<file path="config.mk">
export PLATFORM = sky130hd
export DESIGN_NAME = pwb_hold_bridge
export DESIGN_NICKNAME = d
export VERILOG_FILES = /design/src/rtl/pwb_pkg.sv /design/src/rtl/pwb_fifo.sv /design/src/rtl/pwb_hold_fsm.sv /design/src/rtl/pwb_hold_bridge.sv
export SDC_FILE = /design/constraint.sdc
export NUM_CORES = 1
export LEC_CHECK = 0
export BUFFER_PORTS_ARGS = -buffer_cell sky130_fd_sc_hd__buf_2
export CAP_MARGIN = 10
export CORE_MARGIN = 5
export CORE_UTILIZATION = 55
export DETAILED_ROUTE_END_ITERATION = 6
export PLACE_DENSITY = 0.87
export SYNTH_ARGS = -nofsm -noshare
export SYNTH_HDL_FRONTEND = slang
export SYNTH_HIERARCHICAL = 1
export SYNTH_SLANG_ARGS = --single-unit
export TNS_END_PERCENT = 100
</file>
<file path="constraint.sdc">
create_clock -name clk -period 10 [get_ports clk]
set_clock_uncertainty 0.2 [all_clocks]
set_input_delay 1.5 -clock clk [delete_from_list [all_inputs] [get_ports clk]]
set_output_delay 1.5 -clock clk [all_outputs]
set_load 0.01 [all_outputs]
</file>
<file path="src/rtl/pwb_pkg.sv">
package pwb_pkg;

   // Handshake phases of the bus hold controller
   typedef enum logic [1:0] {
      HS_POST   = 2'd0,  // posting enabled, no hold pending
      HS_DRAIN  = 2'd1,  // posting off, waiting for buffer to empty
      HS_GRANT  = 2'd2,  // acknowledge driven
      HS_RESUME = 2'd3   // acknowledge dropped, posting still off
   } hs_state_t;

endpackage

</file>
<file path="src/rtl/pwb_fifo.sv">
module pwb_fifo #(
   parameter int WIDTH = 68,
   parameter int DEPTH = 4
) (
   input  logic             clk,
   input  logic             rst,
   input  logic             push,
   input  logic [WIDTH-1:0] wdata,
   input  logic             pop,
   output logic [WIDTH-1:0] rdata,
   output logic             empty,
   output logic             full
);

   localparam int PTR_W = (DEPTH > 1) ? $clog2(DEPTH) : 1;
   localparam int CNT_W = $clog2(DEPTH + 1);
   localparam logic [PTR_W-1:0] LAST = PTR_W'(DEPTH - 1);
   localparam logic [CNT_W-1:0] CMAX = CNT_W'(DEPTH);
   localparam bit   POW2 = (DEPTH & (DEPTH - 1)) == 0;

   logic [WIDTH-1:0] mem [DEPTH];
   logic [PTR_W-1:0] wr_ptr, rd_ptr, wr_nxt, rd_nxt;
   logic [CNT_W-1:0] count;

   // Pointer advance: natural wrap for power-of-two depths, compare otherwise
   generate
      if (POW2) begin : g_wrap_pow2
         assign wr_nxt = wr_ptr + 1'b1;
         assign rd_nxt = rd_ptr + 1'b1;
      end else begin : g_wrap_cmp
         assign wr_nxt = (wr_ptr == LAST) ? '0 : wr_ptr + 1'b1;
         assign rd_nxt = (rd_ptr == LAST) ? '0 : rd_ptr + 1'b1;
      end
   endgenerate

   assign empty = (count == '0);
   assign full  = (count == CMAX);
   assign rdata = mem[rd_ptr];

   always_ff @(posedge clk) begin
      if (push && !full) begin
         mem[wr_ptr] <= wdata;
      end
   end

   always_ff @(posedge clk) begin
      if (rst) begin
         wr_ptr <= '0;
         rd_ptr <= '0;
         count  <= '0;
      end else begin
         if (push && !full)  wr_ptr <= wr_nxt;
         if (pop  && !empty) rd_ptr <= rd_nxt;
         case ({push && !full, pop && !empty})
            2'b10:   count <= count + 1'b1;
            2'b01:   count <= count - 1'b1;
            default: count <= count;
         endcase
      end
   end

endmodule

</file>
<file path="src/rtl/pwb_hold_fsm.sv">
module pwb_hold_fsm
   import pwb_pkg::*;
(
   input  logic clk,
   input  logic rst,
   input  logic hold_req_n,
   input  logic buf_empty,
   output logic post_en,
   output logic ack_n
);

   hs_state_t state, state_nxt;

   always_comb begin
      state_nxt = state;
      unique case (state)
         HS_POST:   if (!hold_req_n) state_nxt = HS_DRAIN;
         HS_DRAIN:  if (hold_req_n)  state_nxt = HS_POST;
                    else if (buf_empty) state_nxt = HS_GRANT;
         HS_GRANT:  if (hold_req_n)  state_nxt = HS_RESUME;
         HS_RESUME: state_nxt = hold_req_n ? HS_POST : HS_DRAIN;
         default:   state_nxt = HS_POST;
      endcase
   end

   always_ff @(posedge clk) begin
      if (rst) state <= HS_POST;
      else     state <= state_nxt;
   end

   assign post_en = (state == HS_POST);
   assign ack_n   = (state != HS_GRANT);

endmodule

</file>
<file path="src/rtl/pwb_hold_bridge.sv">
module pwb_hold_bridge #(
   parameter int ADDR_W = 32,
   parameter int DATA_W = 32,
   parameter int DEPTH  = 4
) (
   input  logic                clk,
   input  logic                rst,
   input  logic                cpu_valid,
   output logic                cpu_ready,
   input  logic [ADDR_W-1:0]   cpu_addr,
   input  logic [DATA_W-1:0]   cpu_data,
   input  logic [DATA_W/8-1:0] cpu_be,
   output logic                pci_valid,
   input  logic                pci_ready,
   output logic [ADDR_W-1:0]   pci_addr,
   output logic [DATA_W-1:0]   pci_data,
   output logic [DATA_W/8-1:0] pci_be,
   input  logic                hold_req_n,
   output logic                hold_ack_n
);

   localparam int BE_W  = DATA_W / 8;
   localparam int ENT_W = ADDR_W + DATA_W + BE_W;

   // Elaboration-time parameter checks
   generate
      if (DATA_W % 8 != 0) begin : g_bad_data_w
         $error("pwb_hold_bridge: DATA_W must be a multiple of 8");
      end
      if (DEPTH < 2) begin : g_bad_depth
         $error("pwb_hold_bridge: DEPTH must be at least 2");
      end
      if (ADDR_W < 1) begin : g_bad_addr_w
         $error("pwb_hold_bridge: ADDR_W must be positive");
      end
   endgenerate

   logic             post_en;
   logic             buf_empty, buf_full;
   logic             do_push, do_pop;
   logic [ENT_W-1:0] ent_in, ent_out;

   assign cpu_ready = post_en && !buf_full;
   assign do_push   = cpu_valid && cpu_ready;
   assign pci_valid = !buf_empty;
   assign do_pop    = pci_valid && pci_ready;
   assign ent_in    = {cpu_addr, cpu_data, cpu_be};
   assign {pci_addr, pci_data, pci_be} = ent_out;

   pwb_fifo #(
      .WIDTH(ENT_W),
      .DEPTH(DEPTH)
   ) u_fifo (
      .clk  (clk),
      .rst  (rst),
      .push (do_push),
      .wdata(ent_in),
      .pop  (do_pop),
      .rdata(ent_out),
      .empty(buf_empty),
      .full (buf_full)
   );

   pwb_hold_fsm u_fsm (
      .clk       (clk),
      .rst       (rst),
      .hold_req_n(hold_req_n),
      .buf_empty (buf_empty),
      .post_en   (post_en),
      .ack_n     (hold_ack_n)
   );

endmodule

</file>
* Word-level counts from Yosys, hierarchy flattened *
Memory sizes are Yosys's and may differ from the RTL's. A register that Yosys moved wholly into a read port is not among the register bits.
Index checks and enable logic that the tools add are counted.

storage, ports and cells
  output and inout bits = 71
  bits of input ports = 73
  bits in writable memories = 272
  flip-flop bits (word level) = 9
  memories = 1

memory list
  name        depth  width  rd ports  clocked after Yosys merged registers in  write ports  RTL line        RTL
  u_fifo.mem  4      68     1         1                                        1            pwb_fifo.sv:21  logic [WIDTH-1:0] mem [DEPTH];

cells by class
  reductions and logical operators = 11
  multiplexer cells = 11
  $add $sub $neg = 4
  eq/ne operators = 10

operators by type and width
  kind                                                  count
  2-to-1 mux 2 bit                                      6
  one-hot mux 2 bit (4 select lines)                    1
  equality test 2 bit (second input constant)           3
  inequality test 2 bit (second input constant)         3
  one-hot mux 3 bit (2 select lines)                    1
  logical AND 1 bit                                     5
  adder 2 x 1 -> 2 bit (second input constant)          2
  equality test 2 x 1 -> 1 bit (second input constant)  2
  adder 3 x 1 -> 3 bit (second input constant)          1
  equality test 3 bit (second input constant)           1
  logical NOT 3 bit                                     1
  2-to-1 mux 1 bit                                      3
  inequality test 3 bit (second input constant)         1
  AND reduction 3 bit                                   1
  subtractor 3 x 1 -> 3 bit (second input constant)     1
  logical NOT 1 bit                                     2
  logical NOT 2 bit                                     1
  nonzero test 2 bit                                    1

* Longest topological paths before layout *
Gate-level depths: netlist (run 1).

  depth after elaboration = 7
  gate-level depth with buffers = 11

* Hierarchy *
The synthesis (run 1) kept the hierarchy.

by module, submodules not included
  module           cells each  instances  area each (µm²)  sequential area each (µm²)
  pwb_fifo         410         1          10306.1          8348.0
  pwb_hold_fsm     11          1          92.6             40.0
  pwb_hold_bridge  4           1          25.0             0.0

* Worst setup path before layout (run 1) *
No wires, ideal clock.

  path kind = input to register
  from = input cpu_valid
  to = memory u_fifo.mem[0][0] (enable)
  arrival time = 3.568 ns
  setup time = 0.433 ns
  slack = 5.799 ns
  stages on the path = 4
  cell sequence = and3b_1 -> inv_1 -> nor2_1 -> and2_1

on the way
  cells in the longest elaborated chain, start to end = 4

RTL lines
  element                                 RTL line               RTL
  start: declaration                      pwb_hold_bridge.sv:8   input logic cpu_valid,
  logical AND 1 bit                       pwb_hold_bridge.sv:44  assign do_push = cpu_valid && cpu_ready;
  logical AND 1 bit                       pwb_fifo.sv:41         if (push && !full) begin
  2-to-1 mux 1 bit                        pwb_fifo.sv:41
  2-to-1 mux 1 bit (implied by the code)  pwb_fifo.sv:42         mem[wr_ptr] <= wdata;
  end: declaration                        pwb_fifo.sv:21

Every way passes these cells.

==> flow_summary.ini, run 1 <==
[die]
row_count = 50
die_y_um = 148
start_util_pct = 55.7
dieWidth_um = 148
die_area_sq_um = 21800
io_pins = 144
coreArea_sq_um = 18700

[place]
gp_congestion = 0.695
portBuffers = 143
hpwl_um = 10600

[synthesis]
synth_edf_count = 272
synthArstFlopShare_pct = 0
synthCells = 425
synth_area_leaders = edfxtp_1 78%, mux4_2 15%, dfxtp_1 2.1%
ys_types = 29
synthFlopType = edfxtp_1
syn_nets = 504
synth.most_common_cell = edfxtp_1
synth_seq_cells = 283
synth_warnings = 6
synth.cell_area_sq_um = 10400
synth_top_cell_area_share_pct = 78.4
synth_area_per_cell_sq_um = 24.5
ys_seq_area_share_pct = 80.5
yosysTopAreaCell = edfxtp_1
synthTopCellsByCount = 272 x edfxtp_1, 68 x mux4_2, 11 x dfxtp_1

[global_routing]
grt_remaining_overflow = 0
first_global_vias = 5148
grt_start_max_net_pins = 69
antenna_found_initial = 1
grt.total_usage_pct = 17.0
grt_pass1_wl_um = 28800

[sta]
drv_slew = 0
rsz0062_at_grt = false
setup-violations-final = 0
worst_pin_slew_ps = 1080
finalCritPeriodShare_pct = 44.9
fin_tns_setup_ps = 0
holdWs_ps = 285
fmax_mhz = 223
period_minus_slack_ps = 4490
hold_viol = 0
slew_headroom_pct = 27.8

[setup_path]
r2r_slack_ps = 7060
worstSetupEndpointType = primary output
cp_slowest_cell = buf_4
path_cells = buf_4 -> mux4_2 -> buf_2
max_stage_delay_ps = 810
path_buf_inv = 2
rr_worst_depth = 11
cp-start-kind = register
cp.arrival_ps = 2790
r2r_start = u_fifo/count[2]$_SDFFE_PP0P_
r2r-end = u_fifo/count[2]$_SDFFE_PP0P_
critPathTopFamily = buffers and inverters
critical_path_required_ps = 8300
worstPathMaxFanout = 46
critPathKind = register to primary output

[min_path]
worstHoldPathCells = 2
hold_class = register to register
hp-start = u_fifo/rd_ptr[1]$_SDFFE_PP0P_

[clocking]
cts_tree = built
cts.sinks = 283
cts_buffer_depth = 3
htreeDepth = 1
root_buffer = clkbuf_16
cts_hold_buf = 0
clk_latency_ps = 510
cts_inserted_buffers = 27
post_cts_resized = 0
postCtsSetupBuffers = 0
path_clk_slew_ps = 60

[power_and_ir_drop]
finalPower_mw = 2.83
power_leakage_nw = 4.08
p_per_area_nw_per_um2 = 232
peakVddDrop_uv = 248

[route]
drtAntennaViolNets = 0
drt-pass1-iter-count = 4
totalWireLength_um = 18300
drc = 0
via_count = 4702
routedWlPerCell_um = 21.9
vias_per_cell = 5.64
drt_iter0_drc = 219

[finish]
area_growth_pct = 17.2
drive_gt1_share_pct = 43.3
fin_nets = 660
antennaDiodeCount = 0
fill_cells = 1201

[run_status]
status = finished, final reports clean

[flow_run]
cap_viol_max_count = 0
## final cells by class
class	instances	area [sq um]	area share, %
sequential	283	8400	68.7
multi-input combinational	115	1870	15.3
clock buffer	35	746	6.10
timing repair buffer	144	723	5.92
tap	234	293	2.40
clock inverter	13	153	1.25
inverter	10	37.5	0.307
## worst register-to-register path: stages (launching register included)
cell and delay [ps]:
dfxtp_1 400, nor3b_1 450, and3b_1 240, inv_1 70, nor2_1 110, inv_1 100
ha_1 180, inv_1 60, fa_1 390, xor2_1 160, or3_1 310, a21oi_1 170
## cells by family after synthesis
group	after synthesis	synth area share (%)
AND/OR/NAND/NOR	25	1.34
multiplexers	69	14.8
AO/OA/AOI/OAI	12	0.648
buffers and inverters	27	1.70
XOR/XNOR	3	0.252
adder cells (fa/ha/maj)	6	0.792
flip-flops	283	80.5
## state kept, by name, summed over array words and instances (netlist names), named ones only
register / count
u_fifo/count: 3
u_fifo/rd_ptr: 2
u_fsm/state: 1
u_fifo/mem: 272
u_fifo/wr_ptr: 2
## routing by layer
| metal | global-route usage [%] | wire (um) | vias up |
|---|---|---|---|
| li1 | - | - | 2097 |
| met1 | 23.0 | 7410 | 2437 |
| met2 | 28.4 | 9270 | 139 |
| met3 | 4.54 | 1250 | 27 |
| met4 | 3.82 | 342 | 2 |
| met5 | 0 | 19 | - |
## per-stage QoR
step                      instances  area (sq um)  util (%)  worst slack (ps)
after floorplan                 425         10400         -              5800
after global placement          786         11300      60.5              5950
after global routing            834         12200      65.3              5200
after CTS                       834         12200      65.3              5370
final                           834         12200      65.3              5510
after detailed placement        786         11300      60.5              5930
## report_power, final
| group | switching (mW) | total [mW] | internal [mW] |
|---|---|---|---|
| registers | 0.0379 | 1.44 | 1.40 |
| logic | 0.208 | 0.388 | 0.181 |
| clock network | 0.401 | 1.00 | 0.603 |
## worst max path at each step
stage,start,to,slack (ps),cells past startpoint
6_report,register,pci_data[6],5510,3
5_1_grt,register,pci_data[11],5200,3
4_1_cts,register,pci_data[6],5370,3
3_5_place_dp,register,pci_data[6],5930,3
3_3_place_gp,register,pci_data[12],5950,3
2_1_floorplan,cpu_valid,u_fifo/mem[0][0]$_DFFE_PP_,5800,4
## layout by cell type (no fill, tap or decap), types with 2 or more instances in the layout
cell / synthesis / routed
nor2b_1: 3 / 3
xor2_1: 3 / 3
edfxtp_1: 272 / 272
dfxtp_4: 0 / 2
clkbuf_1: 4 / 4
clkbuf_8: 0 / 4
clkinv_2: 0 / 3
buf_2: 4 / 143
or3_1: 3 / 3
mux4_2: 68 / 68
and2_4: 0 / 4
bufinv_16: 0 / 3
o21ai_0: 3 / 3
dfxtp_1: 11 / 9
inv_1: 10 / 10
clkbuf_16: 0 / 27
clkinv_1: 0 / 2
ha_1: 5 / 5
nand2b_1: 3 / 3
a21oi_1: 6 / 6
clkinvlp_4: 0 / 3
nor2_1: 7 / 7
Power figures use the tool's default switching activity.
==> run 2, diff against run 1 <==
- CORE_UTILIZATION: 55 -> 51
- PLACE_DENSITY: 0.87 -> 0.85
- clock period: 10 -> 3.84 ns (I/O delays scaled with it)
==> run 2 against run 1 <==
Critical endpoint is now pci_data[5]; final area is 0.11% lower; clock power is 130% higher; combinational power grew to 2.7 times the previous value; register-to-register slack worse by 6100 ps; utilization is 4.8 points lower; via count is 1.3% higher; sequential cell count stayed put; hold slack worse by 220 ps; sequential share of layout area is 0.078 points higher; first-iteration DRC count is 3.7% lower; final cell count is 4.7% higher; die area is 7.3% higher.
==> flow_summary.ini, run 2 (synthesis gave the netlist of run 1 again) <==
[finish]
area_growth_pct = 17.1
fin_util_pct = 60.5
finalInstanceArea_sq_um = 12200
mostFrequentLayoutCell = edfxtp_1
largest_reg_flops = 272
antennaDiodeCount = 0
final_cell_mix = 272 x edfxtp_1, 143 x buf_2, 68 x mux4_2
top_register = u_fifo/mem
fill_cells = 1398
drive_gt1_share_pct = 42.6
fin_nets = 667
top_regs = u_fifo/mem (272), u_fifo/count (3)

[clocking]
clk_latency_ps = 520
root_buffer = clkbuf_16
cts_inserted_buffers = 27
post_cts_resized = 0
cts_tree = built
cts_hold_buf = 0
postCtsSetupBuffers = 0
cts_buffer_depth = 3
cts.sinks = 283
path_clk_slew_ps = 60
htreeDepth = 1

[route]
totalWireLength_um = 18900
drtAntennaViolNets = 0
drt_iter0_drc = 211
drc = 0
drt-pass1-iter-count = 4
via_count = 4761
vias_per_cell = 5.45
routedWlPerCell_um = 21.6

[die]
io_pins = 144
row_count = 52
die_area_sq_um = 23400
die_y_um = 153
dieWidth_um = 153
coreArea_sq_um = 20200
start_util_pct = 51.7

[place]
gp_congestion = 0.728
place_ws_ps = 971
place_area_sq_um = 11500
portBuffers = 143
hpwl_um = 12200

[sta]
fmax_mhz = 325
period_minus_slack_ps = 3080
worst_pin_slew_ps = 1020
slew_headroom_pct = 31.9
hold_viol = 0
drv_slew = 0
rsz0062_at_grt = false
fin_tns_setup_ps = 0
holdWs_ps = 63.0
setup-violations-final = 0
finalCritPeriodShare_pct = 80.2
fin_ws_ps = 761

[setup_path]
r2r_start = u_fifo/count[2]$_SDFFE_PP0P_
worstSetupEndpoint = pci_data[5]
cp-start-kind = register
path_cells = buf_4 -> mux4_2 -> buf_2
cp_slowest_cell = dfxtp_4
rr_worst_depth = 11
worstPathMaxFanout = 21
path_buf_inv = 2
critical_path_required_ps = 3060
critPathKind = register to primary output
cp.arrival_ps = 2300
critPathTopFamily = flip-flops
path_depth = 3
max_stage_delay_ps = 640
r2r_slack_ps = 940
worstSetupEndpointType = primary output
r2r-end = u_fifo/count[2]$_SDFFE_PP0P_

[global_routing]
grt.total_usage_pct = 16.2
grt_pass1_wl_um = 29800
first_global_vias = 5293
grt_start_max_net_pins = 69
grt_remaining_overflow = 0
antenna_found_initial = 2

[run_status]
status = finished, final reports clean

[power_and_ir_drop]
p_per_area_nw_per_um2 = 579
power_leakage_nw = 4.07
peakVddDrop_uv = 427

[flow_run]
cap_viol_max_count = 0

[min_path]
hold_class = primary input to register
-- run 2: cell types whose count changed in the layout (fill, tap and decap cells not counted), moves of 3 or more --
cell / change
buf_12: +3
buf_4: +4
bufinv_16: -3
clkbuf_1: +3
clkbuf_8: -4
clkinv_1: +3
clkinvlp_4: -3
-- run 2: area by class of cell --
cell class              instances  area, sq um  share of cell area, %
clock buffers                  34          702                   5.75
clock inverters                10         47.5                  0.390
inverters                      10         37.5                  0.308
multi-input cells             115         1870                   15.3
flip-flops and latches        283         8400                   68.8
well taps                     270          338                   2.77
repair buffers                151          813                   6.67
-- run 2: worst min-delay path by stage --
stage,start,end,slack [ps],cells past startpoint
6_report,cpu_data[19],u_fifo/mem[0][23]$_DFFE_PP_,60,1
5_1_grt,cpu_data[19],u_fifo/mem[3][23]$_DFFE_PP_,50,1
4_1_cts,cpu_data[19],u_fifo/mem[1][23]$_DFFE_PP_,40,1
3_5_place_dp,u_fifo/rd_ptr[1]$_SDFFE_PP0P_,register,300,2
3_3_place_gp,u_fifo/rd_ptr[1]$_SDFFE_PP0P_,register,260,2
2_1_floorplan,u_fifo/rd_ptr[1]$_SDFFE_PP0P_,register,260,2
-- run 2: worst register-to-register path, cell delays in order (launching register included) --
cell	delay [ps]
dfxtp_1	380
nor3b_1	470
and3b_1	240
inv_1	80
nor2_1	120
inv_1	110
ha_1	180
inv_1	60
fa_1	370
xor2_1	160
or3_1	310
a21oi_1	150
-- run 2: metal layers --
metal	wire [um]	up-vias	GRT usage, %	part of all wire [%]
li1	-	2108	-	-
met1	7470	2472	20.8	40
met2	9920	144	28.3	52
met3	1100	33	4.16	5.8
met4	377	4	3.48	2.0
met5	21	-	0	0.11
-- run 2: stage by stage --
stage               total power, mW  cells
floorplan                      4.47    425
global placement               4.82    829
detailed placement             4.89    829
CTS                            7.16    873
global route                   7.37    873
finish                         7.06    873
-- run 2: where the power goes --
group | internal (mW) | total, mW | switching, mW
logic | 0.495 | 1.05 | 0.556
registers | 3.64 | 3.74 | 0.100
clock network | 1.28 | 2.27 | 0.995
